`config.mk`:
```
export PLATFORM = sky130hd
export DESIGN_NAME = card_bus_takeover
export DESIGN_NICKNAME = d
export VERILOG_FILES = /design/src/rtl/card_bus_pkg.sv /design/src/rtl/card_bus_regs.sv /design/src/rtl/card_bus_seq.sv /design/src/rtl/card_bus_beat.sv /design/src/rtl/card_bus_takeover.sv
export SDC_FILE = /design/constraint.sdc
export NUM_CORES = 1
export LEC_CHECK = 0
export BUFFER_PORTS_ARGS = -buffer_cell sky130_fd_sc_hd__buf_4
export CAP_MARGIN = 20
export CORE_ASPECT_RATIO = 1.1
export CORE_MARGIN = 2
export CORE_UTILIZATION = 30
export CTS_CLUSTER_SIZE = 28
export DETAILED_ROUTE_END_ITERATION = 10
export PLACE_DENSITY_LB_ADDON = 0.05
export SLEW_MARGIN = 30
export SYNTH_ARGS = -nofsm -noshare
export SYNTH_HDL_FRONTEND = slang
export SYNTH_HIERARCHICAL = 1
export SYNTH_SLANG_ARGS = --single-unit
```
`constraint.sdc`:
```
create_clock -name clk -period 3.9 [get_ports clk]
set_clock_uncertainty 0.2 [all_clocks]
set_input_delay 0.78 -clock clk [delete_from_list [all_inputs] [get_ports clk]]
set_output_delay 0.78 -clock clk [all_outputs]
set_load 0.005 [all_outputs]
```
`src/rtl/card_bus_pkg.sv`:
```
`timescale 1ns/1ps
package card_bus_pkg;
  localparam int SEL_W = 3;

  localparam logic [SEL_W-1:0] OFS_CTRL   = 3'd0;
  localparam logic [SEL_W-1:0] OFS_ADR_LO = 3'd1;
  localparam logic [SEL_W-1:0] OFS_ADR_HI = 3'd2;
  localparam logic [SEL_W-1:0] OFS_LEN_LO = 3'd3;
  localparam logic [SEL_W-1:0] OFS_LEN_HI = 3'd4;
  localparam logic [SEL_W-1:0] OFS_STAT   = 3'd5;

  localparam int CTRL_GO   = 0;
  localparam int CTRL_DIR  = 1;
  localparam int CTRL_SYNC = 2;
  localparam int STAT_BUSY = 0;
  localparam int STAT_DONE = 1;

  typedef enum logic [2:0] {
    ST_IDLE   = 3'd0,
    ST_WAIT   = 3'd1,
    ST_GRAB   = 3'd2,
    ST_MOVE   = 3'd3,
    ST_FLOAT  = 3'd4,
    ST_UNLOCK = 3'd5
  } bus_state_e;
endpackage

```
`src/rtl/card_bus_regs.sv`:
```
`timescale 1ns/1ps
module card_bus_regs
  import card_bus_pkg::*;
#(
  parameter int DW     = 8,
  parameter int ADDR_W = 16,
  parameter int LEN_W  = 16
) (
  input  logic              clk,
  input  logic              rst_n,
  input  logic              host_wr,
  input  logic [SEL_W-1:0]  host_sel,
  input  logic [DW-1:0]     host_wdata,
  output logic [DW-1:0]     host_rdata,
  input  logic              fin,
  output logic              go,
  output logic              dir,
  output logic              sync_only,
  output logic [ADDR_W-1:0] start_addr,
  output logic [LEN_W-1:0]  xfer_len,
  output logic              done
);
  localparam int WIDE = 2 * DW;

  logic              go_q, go_d, dir_q, dir_d, syn_q, syn_d, done_q, done_d;
  logic [ADDR_W-1:0] addr_q, addr_d;
  logic [LEN_W-1:0]  len_q, len_d;
  logic              wr_ok, clr_done, reg_en;
  logic [WIDE-1:0]   addr_x, len_x;

  always_comb begin
    wr_ok    = host_wr && !go_q;
    clr_done = host_wr && (host_sel == OFS_STAT) && host_wdata[STAT_DONE];
    reg_en   = wr_ok || clr_done || fin;
    go_d   = go_q;
    dir_d  = dir_q;
    syn_d  = syn_q;
    addr_d = addr_q;
    len_d  = len_q;
    done_d = done_q;
    if (wr_ok) begin
      case (host_sel)
        OFS_CTRL: begin
          go_d  = host_wdata[CTRL_GO];
          dir_d = host_wdata[CTRL_DIR];
          syn_d = host_wdata[CTRL_SYNC];
        end
        OFS_ADR_LO: addr_d[DW-1:0]      = host_wdata;
        OFS_ADR_HI: addr_d[ADDR_W-1:DW] = host_wdata[ADDR_W-DW-1:0];
        OFS_LEN_LO: len_d[DW-1:0]       = host_wdata;
        OFS_LEN_HI: len_d[LEN_W-1:DW]   = host_wdata[LEN_W-DW-1:0];
        default: ;
      endcase
    end
    if (clr_done) done_d = 1'b0;
    if (fin) begin
      go_d   = 1'b0;
      done_d = 1'b1;
    end
  end

  always_ff @(posedge clk or negedge rst_n) begin
    if (!rst_n) begin
      go_q   <= 1'b0;
      dir_q  <= 1'b0;
      syn_q  <= 1'b0;
      done_q <= 1'b0;
      addr_q <= '0;
      len_q  <= '0;
    end else if (reg_en) begin
      go_q   <= go_d;
      dir_q  <= dir_d;
      syn_q  <= syn_d;
      done_q <= done_d;
      addr_q <= addr_d;
      len_q  <= len_d;
    end
  end

  assign addr_x = WIDE'(addr_q);
  assign len_x  = WIDE'(len_q);

  always_comb begin
    host_rdata = '0;
    case (host_sel)
      OFS_CTRL: begin
        host_rdata[CTRL_GO]   = go_q;
        host_rdata[CTRL_DIR]  = dir_q;
        host_rdata[CTRL_SYNC] = syn_q;
      end
      OFS_ADR_LO: host_rdata = addr_x[DW-1:0];
      OFS_ADR_HI: host_rdata = addr_x[WIDE-1:DW];
      OFS_LEN_LO: host_rdata = len_x[DW-1:0];
      OFS_LEN_HI: host_rdata = len_x[WIDE-1:DW];
      OFS_STAT: begin
        host_rdata[STAT_BUSY] = go_q;
        host_rdata[STAT_DONE] = done_q;
      end
      default: host_rdata = '0;
    endcase
  end

  assign go         = go_q;
  assign dir        = dir_q;
  assign sync_only  = syn_q;
  assign start_addr = addr_q;
  assign xfer_len   = len_q;
  assign done       = done_q;
endmodule

```
`src/rtl/card_bus_seq.sv`:
```
`timescale 1ns/1ps
module card_bus_seq
  import card_bus_pkg::*;
#(
  parameter int LEN_W = 16
) (
  input  logic             clk,
  input  logic             rst_n,
  input  logic             go,
  input  logic [LEN_W-1:0] xfer_len,
  input  logic             sync_only,
  input  logic             rdy_in,
  input  logic             be_in,
  input  logic             lock_n_in,
  input  logic             sync_in,
  input  logic             last,
  output bus_state_e       state,
  output logic             fin
);
  bus_state_e st_q, st_d;
  logic       safe, len_zero;

  always_comb begin
    len_zero = (xfer_len == '0);
    safe     = rdy_in && be_in && (sync_only ? sync_in : lock_n_in);
    st_d     = st_q;
    fin      = 1'b0;
    unique case (st_q)
      ST_IDLE: begin
        if (go) begin
          if (len_zero) fin  = 1'b1;
          else          st_d = ST_WAIT;
        end
      end
      ST_WAIT:  if (safe) st_d = ST_GRAB;
      ST_GRAB:  st_d = ST_MOVE;
      ST_MOVE:  if (last) st_d = ST_FLOAT;
      ST_FLOAT: st_d = ST_UNLOCK;
      ST_UNLOCK: begin
        st_d = ST_IDLE;
        fin  = 1'b1;
      end
      default: st_d = ST_IDLE;
    endcase
  end

  always_ff @(posedge clk or negedge rst_n) begin
    if (!rst_n) st_q <= ST_IDLE;
    else        st_q <= st_d;
  end

  assign state = st_q;
endmodule

```
`src/rtl/card_bus_beat.sv`:
```
`timescale 1ns/1ps
module card_bus_beat
  import card_bus_pkg::*;
#(
  parameter int ADDR_W = 16,
  parameter int LEN_W  = 16
) (
  input  logic              clk,
  input  logic              rst_n,
  input  bus_state_e        state,
  input  logic [ADDR_W-1:0] start_addr,
  input  logic [LEN_W-1:0]  xfer_len,
  output logic [LEN_W-1:0]  idx,
  output logic              last,
  output logic [ADDR_W-1:0] beat_addr
);
  logic [LEN_W-1:0] idx_q, idx_d;
  logic             cnt_en;

  always_comb begin
    cnt_en = (state == ST_GRAB) || (state == ST_MOVE);
    idx_d  = (state == ST_GRAB) ? '0 : idx_q + LEN_W'(1);
  end

  always_ff @(posedge clk or negedge rst_n) begin
    if (!rst_n)      idx_q <= '0;
    else if (cnt_en) idx_q <= idx_d;
  end

  assign idx       = idx_q;
  assign last      = (idx_q == xfer_len - LEN_W'(1));
  assign beat_addr = start_addr + ADDR_W'(idx_q);
endmodule

```
`src/rtl/card_bus_takeover.sv`:
```
`timescale 1ns/1ps
module card_bus_takeover
  import card_bus_pkg::*;
#(
  parameter int               DW        = 8,
  parameter int               ADDR_W    = 16,
  parameter int               LEN_W     = 16,
  parameter int               BUF_AW    = 8,
  parameter logic [ADDR_W-1:0] PARK_ADDR = {ADDR_W{1'b1}}
) (
  input  logic              clk,
  input  logic              rst_n,
  input  logic              host_wr,
  input  logic [2:0]        host_sel,
  input  logic [DW-1:0]     host_wdata,
  output logic [DW-1:0]     host_rdata,
  output logic              irq,
  input  logic              rdy_in,
  input  logic              be_in,
  input  logic              lock_n_in,
  input  logic              sync_in,
  output logic              rdy_pull,
  output logic              be_pull,
  output logic              lock_pull,
  output logic [ADDR_W-1:0] bus_addr,
  output logic              bus_addr_oe,
  output logic              bus_rwb,
  input  logic [DW-1:0]     bus_din,
  output logic [DW-1:0]     bus_dout,
  output logic              bus_data_oe,
  output logic [BUF_AW-1:0] buf_addr,
  output logic              buf_we,
  output logic [DW-1:0]     buf_wdata,
  input  logic [DW-1:0]     buf_rdata
);
  logic [1:0]        rs_q;
  logic              rst_core_n;
  logic              go, dir, cfg_sync, done, fin, last, moving;
  logic [ADDR_W-1:0] start_addr, beat_addr;
  logic [LEN_W-1:0]  xfer_len, idx;
  bus_state_e        state;

  // reset: asserted at once, released two edges later
  always_ff @(posedge clk or negedge rst_n) begin
    if (!rst_n) rs_q <= '0;
    else        rs_q <= {rs_q[0], 1'b1};
  end
  assign rst_core_n = rs_q[1];

  card_bus_regs #(.DW(DW), .ADDR_W(ADDR_W), .LEN_W(LEN_W)) u_regs (
    .clk        (clk),
    .rst_n      (rst_core_n),
    .host_wr    (host_wr),
    .host_sel   (host_sel),
    .host_wdata (host_wdata),
    .host_rdata (host_rdata),
    .fin        (fin),
    .go         (go),
    .dir        (dir),
    .sync_only  (cfg_sync),
    .start_addr (start_addr),
    .xfer_len   (xfer_len),
    .done       (done)
  );

  card_bus_seq #(.LEN_W(LEN_W)) u_seq (
    .clk       (clk),
    .rst_n     (rst_core_n),
    .go        (go),
    .xfer_len  (xfer_len),
    .sync_only (cfg_sync),
    .rdy_in    (rdy_in),
    .be_in     (be_in),
    .lock_n_in (lock_n_in),
    .sync_in   (sync_in),
    .last      (last),
    .state     (state),
    .fin       (fin)
  );

  card_bus_beat #(.ADDR_W(ADDR_W), .LEN_W(LEN_W)) u_beat (
    .clk        (clk),
    .rst_n      (rst_core_n),
    .state      (state),
    .start_addr (start_addr),
    .xfer_len   (xfer_len),
    .idx        (idx),
    .last       (last),
    .beat_addr  (beat_addr)
  );

  always_comb begin
    moving      = (state == ST_MOVE);
    rdy_pull    = state inside {ST_GRAB, ST_MOVE, ST_FLOAT, ST_UNLOCK};
    be_pull     = rdy_pull;
    lock_pull   = state inside {ST_GRAB, ST_MOVE, ST_FLOAT};
    bus_addr_oe = (state == ST_GRAB) || moving;
    bus_addr    = moving ? beat_addr : PARK_ADDR;
    bus_rwb     = !(moving && dir);
    bus_data_oe = moving && dir;
    bus_dout    = bus_data_oe ? buf_rdata : '0;
    buf_we      = moving && !dir;
    buf_wdata   = bus_din;
    buf_addr    = idx[BUF_AW-1:0];
    irq         = done;
  end
endmodule

```
==> results of run 1 <==
==> state kept, by name, summed over array words and instances, names as in the netlist <==
signal,cells
u_beat/idx,16
u_regs/start_addr,16
u_regs/xfer_len,16
u_seq/state,3
rs_q,2
u_regs/dir,1
u_regs/done,1
u_regs/go,1
u_regs/sync_only,1
==> repair_timing <==
item                       in CTS  in global routing
resized for setup               4                  9
setup endpoints to repair       3                  5
pin swaps                       0                  3
setup buffers                   0                  1
==> metrics by stage <==
step,util,std cells,cell area (um2)
after global routing,0.3790,732,5410
after floorplan,-,461,4320
after detailed placement,0.3534,716,5045
after global placement,0.3534,716,5045
after CTS,0.3760,731,5366
final,0.3790,732,5410
==> power groups by stage <==
stage / registers (mW) / logic [mW] / clock network, mW
2_1_floorplan: 0.982 / 1.16 / 0
3_3_place_gp: 1.06 / 1.89 / 0
3_5_place_dp: 1.06 / 1.89 / 0
4_1_cts: 1.05 / 1.92 / 0.864
5_1_grt: 1.08 / 2.15 / 0.890
6_report: 1.04 / 1.94 / 0.839
==> per-layer routing <==
metal  routed length, um  GRT usage
met1                5990     0.2233
met5                   0          0
met4                 191    0.05322
met2                6576     0.3019
met3                 556    0.03715
==> kinds of logic (layout without fill, tap and decap cells) <==
family / count (synthesis) / after routing / share of synthesized area
adders and majority gates: 18 / 18 / 0.05387
buffers and inverters: 38 / 117 / 0.05242
xor gates and xnor gates: 38 / 38 / 0.07703
DFF: 57 / 57 / 0.3301
AOI/OAI and AO/OA: 84 / 84 / 0.1248
and+or+nand+nor: 176 / 176 / 0.2360
muxes: 49 / 49 / 0.1248
other: 1 / 1 / 0.0008680
==> area by class of cell <==
type	instances	area share
Clock buffer	12	0.04556
Tap cell	192	0.04440
Inverter	13	0.009019
Timing Repair Buffer	89	0.1235
Sequential cell	57	0.2639
Clock inverter	3	0.01203
Multi-Input combinational cell	366	0.5016
==> cell usage after synthesis (12+ instances only) <==
cell type,n
dfrtp_1,57
mux2_2,39
nand2_1,31
nor2_1,29
a21oi_1,27
nand2b_1,23
xnor2_1,20
xor2_1,18
ha_1,17
nand3_1,16
o21ai_0,15
and3_1,13
inv_1,13
nor2b_1,12
==> final timing paths <==
path / slack [ns] / end / cells after the start / from
worst min-delay path: 0.03 / rs_q[1] / 1 / rst_n
worst min register to register: 0.11 / u_regs/done / 0 / rs_q[1]
min in group clk: 0.15 / rs_q[1] / 0 / rs_q[0]
worst max register to register: 0.55 / u_seq/state[0] / 9 / u_regs/xfer_len[9]
max in group asynchronous: 2.53 / u_beat/idx[7] / 1 / rs_q[1]
worst max-delay path: 0.11 / bus_addr[12] / 12 / u_beat/idx[0]
==> worst reg2reg max path, cell delays in order, from the launching register on <==
cell and delay (ns):
dfrtp_1 0.47, or4_1 0.64, or4_4 0.47, or4_1 0.42, o21ai_1 0.14, a21oi_1 0.07
nor4_2 0.44, a21oi_1 0.14, o22ai_1 0.16, a211oi_1 0.08
==> flow_summary.ini, run 1 <==
[power_and_ir_drop]
switching_power_mw = 1.455
pwr-share-seq = 0.273
pwr-share-clk = 0.220
intPower_mw = 2.363
power.density_nw_per_um2 = 705.7
p_total_mw = 3.818
ir_worst_vdd_uv = 239.2
leakagePower_nw = 2.421
combPwrFrac = 0.507
swShare = 0.3811

[die]
fp-row-count = 46
die_w_um = 118.4
core_region_area_um2 = 14270
io_pins = 90
die-area_um2 = 15380
die_h_um = 129.9
initial_core_util = 0.3027

[routing]
firstDrtPassIters = 5
via_per_inst = 5.149
drt-initial-drc-count = 158
drc_errors = 0
vias = 3769
drt-total-wl_mm = 13.32
postRouteAntennaNets = 0
wl_per_cell_um = 18.19

[worst_setup_path]
cp_data_arrival_time_ns = 2.81
crit_type = reg2out
path_cells = ha_2 -> inv_2 -> fa_2 -> nor2b_1 -> o21a_1 -> o21ai_2 -> and2_4 -> o31ai_4 -> or4b_2 -> nand3_1 -> nand2b_1 -> buf_4
worst-path-buf-inv = 2
slowest_stage = or4b_2
critical-path-top-delay-family = simple AND/OR/NAND/NOR gates
cp.required_ns = 2.92
slowest_delay_ns = 0.64
path_max_fanout = 3
start_kind = register
setup.worst_path.end_class = output port

[global_routing]
grt_pass1_wl_mm = 20.73
grt.total_usage = 0.1756
antenna_found_initial = 0
overflow = 0
grt_max_degree = 29
grt_pass1_vias = 3653

[sta]
worstMarginPinSlew_ns = 0.8222
finalSetupViolCount = 0
setup_slack_ns = 0.1102
whs_ns = 0.02801
period_needed_ns = 3.790
setup-tns-final_ns = 0
fmax_mhz = 263.9
rsz0062_at_grt = no
maxSlewViolCount = 0
slew_headroom = 0.4498
hold_viol = 0
finalCritPeriodShare = 0.9718

[clock_tree]
cts.clk_slew.worst_paths_ns = 0.05
htree_levels = 3
insertion_delay_ns = 0.32
clk_path_buf_depth = 2
cts_tree = yes
cts_made_buffers = 9
clock-sinks = 57
hold_buffers = 0
cts_root_buffer = clkbuf_16

[final_layout]
final_cell_mix = 89 x buf_4, 56 x dfrtp_1, 39 x mux2_2
antenna_cells = 0
final_common_cell = buf_4
layout-drive-gt1-share = 0.3093
nets = 588
syn2layout_area_growth_pct = 25.22
multiInputGateArea_um2 = 2714
regArea_um2 = 1428
n_fill_cell = 1506

[synthesis]
async_flop_share = 1.000
synth.distinct_cells = 67
ys_seq_elements = 57
synthFlopType = dfrtp_1
synth_seq_area_share = 0.3301
yosysWarnings = 6
synth_area_per_cell_um2 = 9.372
synth_top_cell_area_share = 0.3301
yosys.area.top_type = dfrtp_1
syn_nets = 513
synth_edf_count = 0
synth_area_um2 = 4320
netlist_top_cells_area = dfrtp_1 33%, mux2_2 10%, ha_1 4.9%
synth_cells = 461

[placed_design]
port-buffer-count = 73
gp_congestion = 0.8398
place.detailed.hpwl_mm = 10.25
pre_cts_slack_ns = 0.2413

[hold_path]
hp-class = in2async

[run]
maxCapViolCount = 0

[run_status]
status = finished, final reports clean
(Power assumes the default switching activity.)
==> inputs of run 2 (changes only) <==
--- a/config.mk
+++ b/config.mk
@@ -7,7 +7,7 @@
 export LEC_CHECK = 0
 export BUFFER_PORTS_ARGS = -buffer_cell sky130_fd_sc_hd__buf_4
 export CAP_MARGIN = 20
-export CORE_ASPECT_RATIO = 1.1
+export CORE_ASPECT_RATIO = 0.8
 export CORE_MARGIN = 2
 export CORE_UTILIZATION = 30
 export CTS_CLUSTER_SIZE = 28
==> run 2 against run 1 <==
Critical endpoint is now bus_addr[14]; largest power group unchanged; design area shrank 0.65%; worst hold slack lost 0.0090 ns; sequential cell count is the same; first-iteration DRC count grew 70%; global-route usage grew 0.90 points; cell count shrank 1.2%; worst setup slack gained 0.016 ns; register-to-register slack gained 0.12 ns; routed wire length grew 5.2%; non-clock buffer count shrank 3; clock power shrank 2%.
==> flow_summary.ini, run 2 (synthesized netlist as in run 1, its figures left out) <==
[run_status]
status = finished, final reports clean

[die]
die-area_um2 = 15380
io_pins = 90
initial_core_util = 0.3043
die_w_um = 138.2
core_region_area_um2 = 14200
fp-row-count = 39
die_h_um = 111.3

[power_and_ir_drop]
p_total_mw = 3.803
power.density_nw_per_um2 = 707.4
ir_worst_vdd_uv = 335.2
leakagePower_nw = 2.403

[routing]
drt-initial-drc-count = 269
wl_per_cell_um = 19.38
via_per_inst = 5.268
vias = 3809
drc_errors = 0
drt-total-wl_mm = 14.01
postRouteAntennaNets = 0
firstDrtPassIters = 5

[final_layout]
nets = 585
layout-drive-gt1-share = 0.3086
final_cell_mix = 86 x buf_4, 55 x dfrtp_1, 39 x mux2_2
syn2layout_area_growth_pct = 24.41
fin_area_um2 = 5375
final_common_cell = buf_4

[run]
maxCapViolCount = 0

[worst_setup_path]
slowest_stage = dfrtp_1
path_cells = ha_2 -> inv_1 -> fa_2 -> nor2b_1 -> o21a_1 -> o21ai_2 -> and2_4 -> o31ai_4 -> a311oi_1 -> xnor2_1 -> nand2b_1 -> buf_4
slowest_delay_ns = 0.37
r2r_end = u_seq/state[0]
rr_startpoint = u_regs/xfer_len[9]
startpoint = u_regs/start_addr[0]
rr_worst_depth = 9
cp.required_ns = 2.92
cp_data_arrival_time_ns = 2.79
setup.worst_path.end_class = output port
r2r_slack_ns = 0.67
crit_type = reg2out
path_max_fanout = 3
start_kind = register
crit_end = bus_addr[14]

[clock_tree]
insertion_delay_ns = 0.33
htree_levels = 3
cts_setup_buffers = 0
cts_made_buffers = 9
clk_path_buf_depth = 2
cts.clk_slew.worst_paths_ns = 0.05
clock-sinks = 57
cts_tree = yes
cts_root_buffer = clkbuf_16

[global_routing]
grt_max_degree = 33
antenna_found_initial = 0
overflow = 0
grt.total_usage = 0.1846
grt_pass1_vias = 3705
grt_pass1_wl_mm = 21.80

[sta]
maxSlewViolCount = 0
slew_headroom = 0.5299
finalSetupViolCount = 0
finalCritPeriodShare = 0.9678
worstMarginPinSlew_ns = 0.7000
setup-tns-final_ns = 0
period_needed_ns = 3.774
fmax_mhz = 265.0
hold_viol = 0
setup_slack_ns = 0.1258

[placed_design]
pre_cts_slack_ns = 0.2437
post_dp_cell_area_um2 = 5020
gp_congestion = 0.8183
place.detailed.hpwl_mm = 10.68
port-buffer-count = 73

[hold_path]
hp-class = in2async
## run 2: timing repair
action,4_1_cts,5_1_grt
endpoints found under the setup margin,3,5
resized for setup,3,10
hold buffers,0,0
pin swaps,0,1
## run 2: metrics by stage
stage / std cells / hold slack, ns / utilization
after floorplan: 461 / 0.1312 / -
after global placement: 706 / 0.1033 / 0.3535
after detailed placement: 706 / 0.1021 / 0.3535
after CTS: 722 / 0.01056 / 0.3759
after global routing: 722 / 0.009321 / 0.3784
final: 723 / 0.01902 / 0.3785
## run 2: power by group
part / switching (mW) / internal, mW / total, mW
sequential: 0.290 / 0.764 / 1.05
combinational: 0.913 / 1.02 / 1.93
clock: 0.275 / 0.546 / 0.820
total: 1.48 / 2.33 / 3.80
## run 2: routing by layer
metal	wire, um	GRT usage	up-vias	share of wire
met4	196	0.05510	0	0.014
li1	-	-	1816	-
met3	597	0.03570	14	0.043
met2	5941	0.2680	90	0.42
met5	0	0	-	0
met1	7274	0.2775	1889	0.52
## run 2: area by class of cell
class,instances,area [um2]
Fill cell,1466,8825
Multi-Input combinational cell,366,2710
Sequential cell,57,1429
Timing Repair Buffer,86,645.6
Clock buffer,14,274.0
Tap cell,184,230.2
Inverter,13,48.80
Clock inverter,2,35.03
Antenna cell,1,2.502
## run 2: worst max-delay path: cells and delay by family, from the launching register on
family	cells	cell delay [ns]
AO/OA/AOI/OAI	4	0.72
adder cells (fa/ha/maj)	2	0.56
AND/OR/NAND/NOR	3	0.46
flip-flops	1	0.37
buffers and inverters	2	0.20
XOR/XNOR	1	0.15
## run 2: worst min-delay path by stage
stage | start | endpoint | slack, ns | depth (start not counted)
after floorplan | rs_q[0] | rs_q[1] | 0.13 | 0
final | rst_n | rs_q[0] | 0.02 | 1
after global placement | rs_q[1] | u_seq/state[0] | 0.10 | 0
after CTS | rst_n | rs_q[0] | 0.01 | 1
after global routing | rst_n | rs_q[0] | 0.009 | 1
after detailed placement | rs_q[1] | u_seq/state[2] | 0.10 | 0
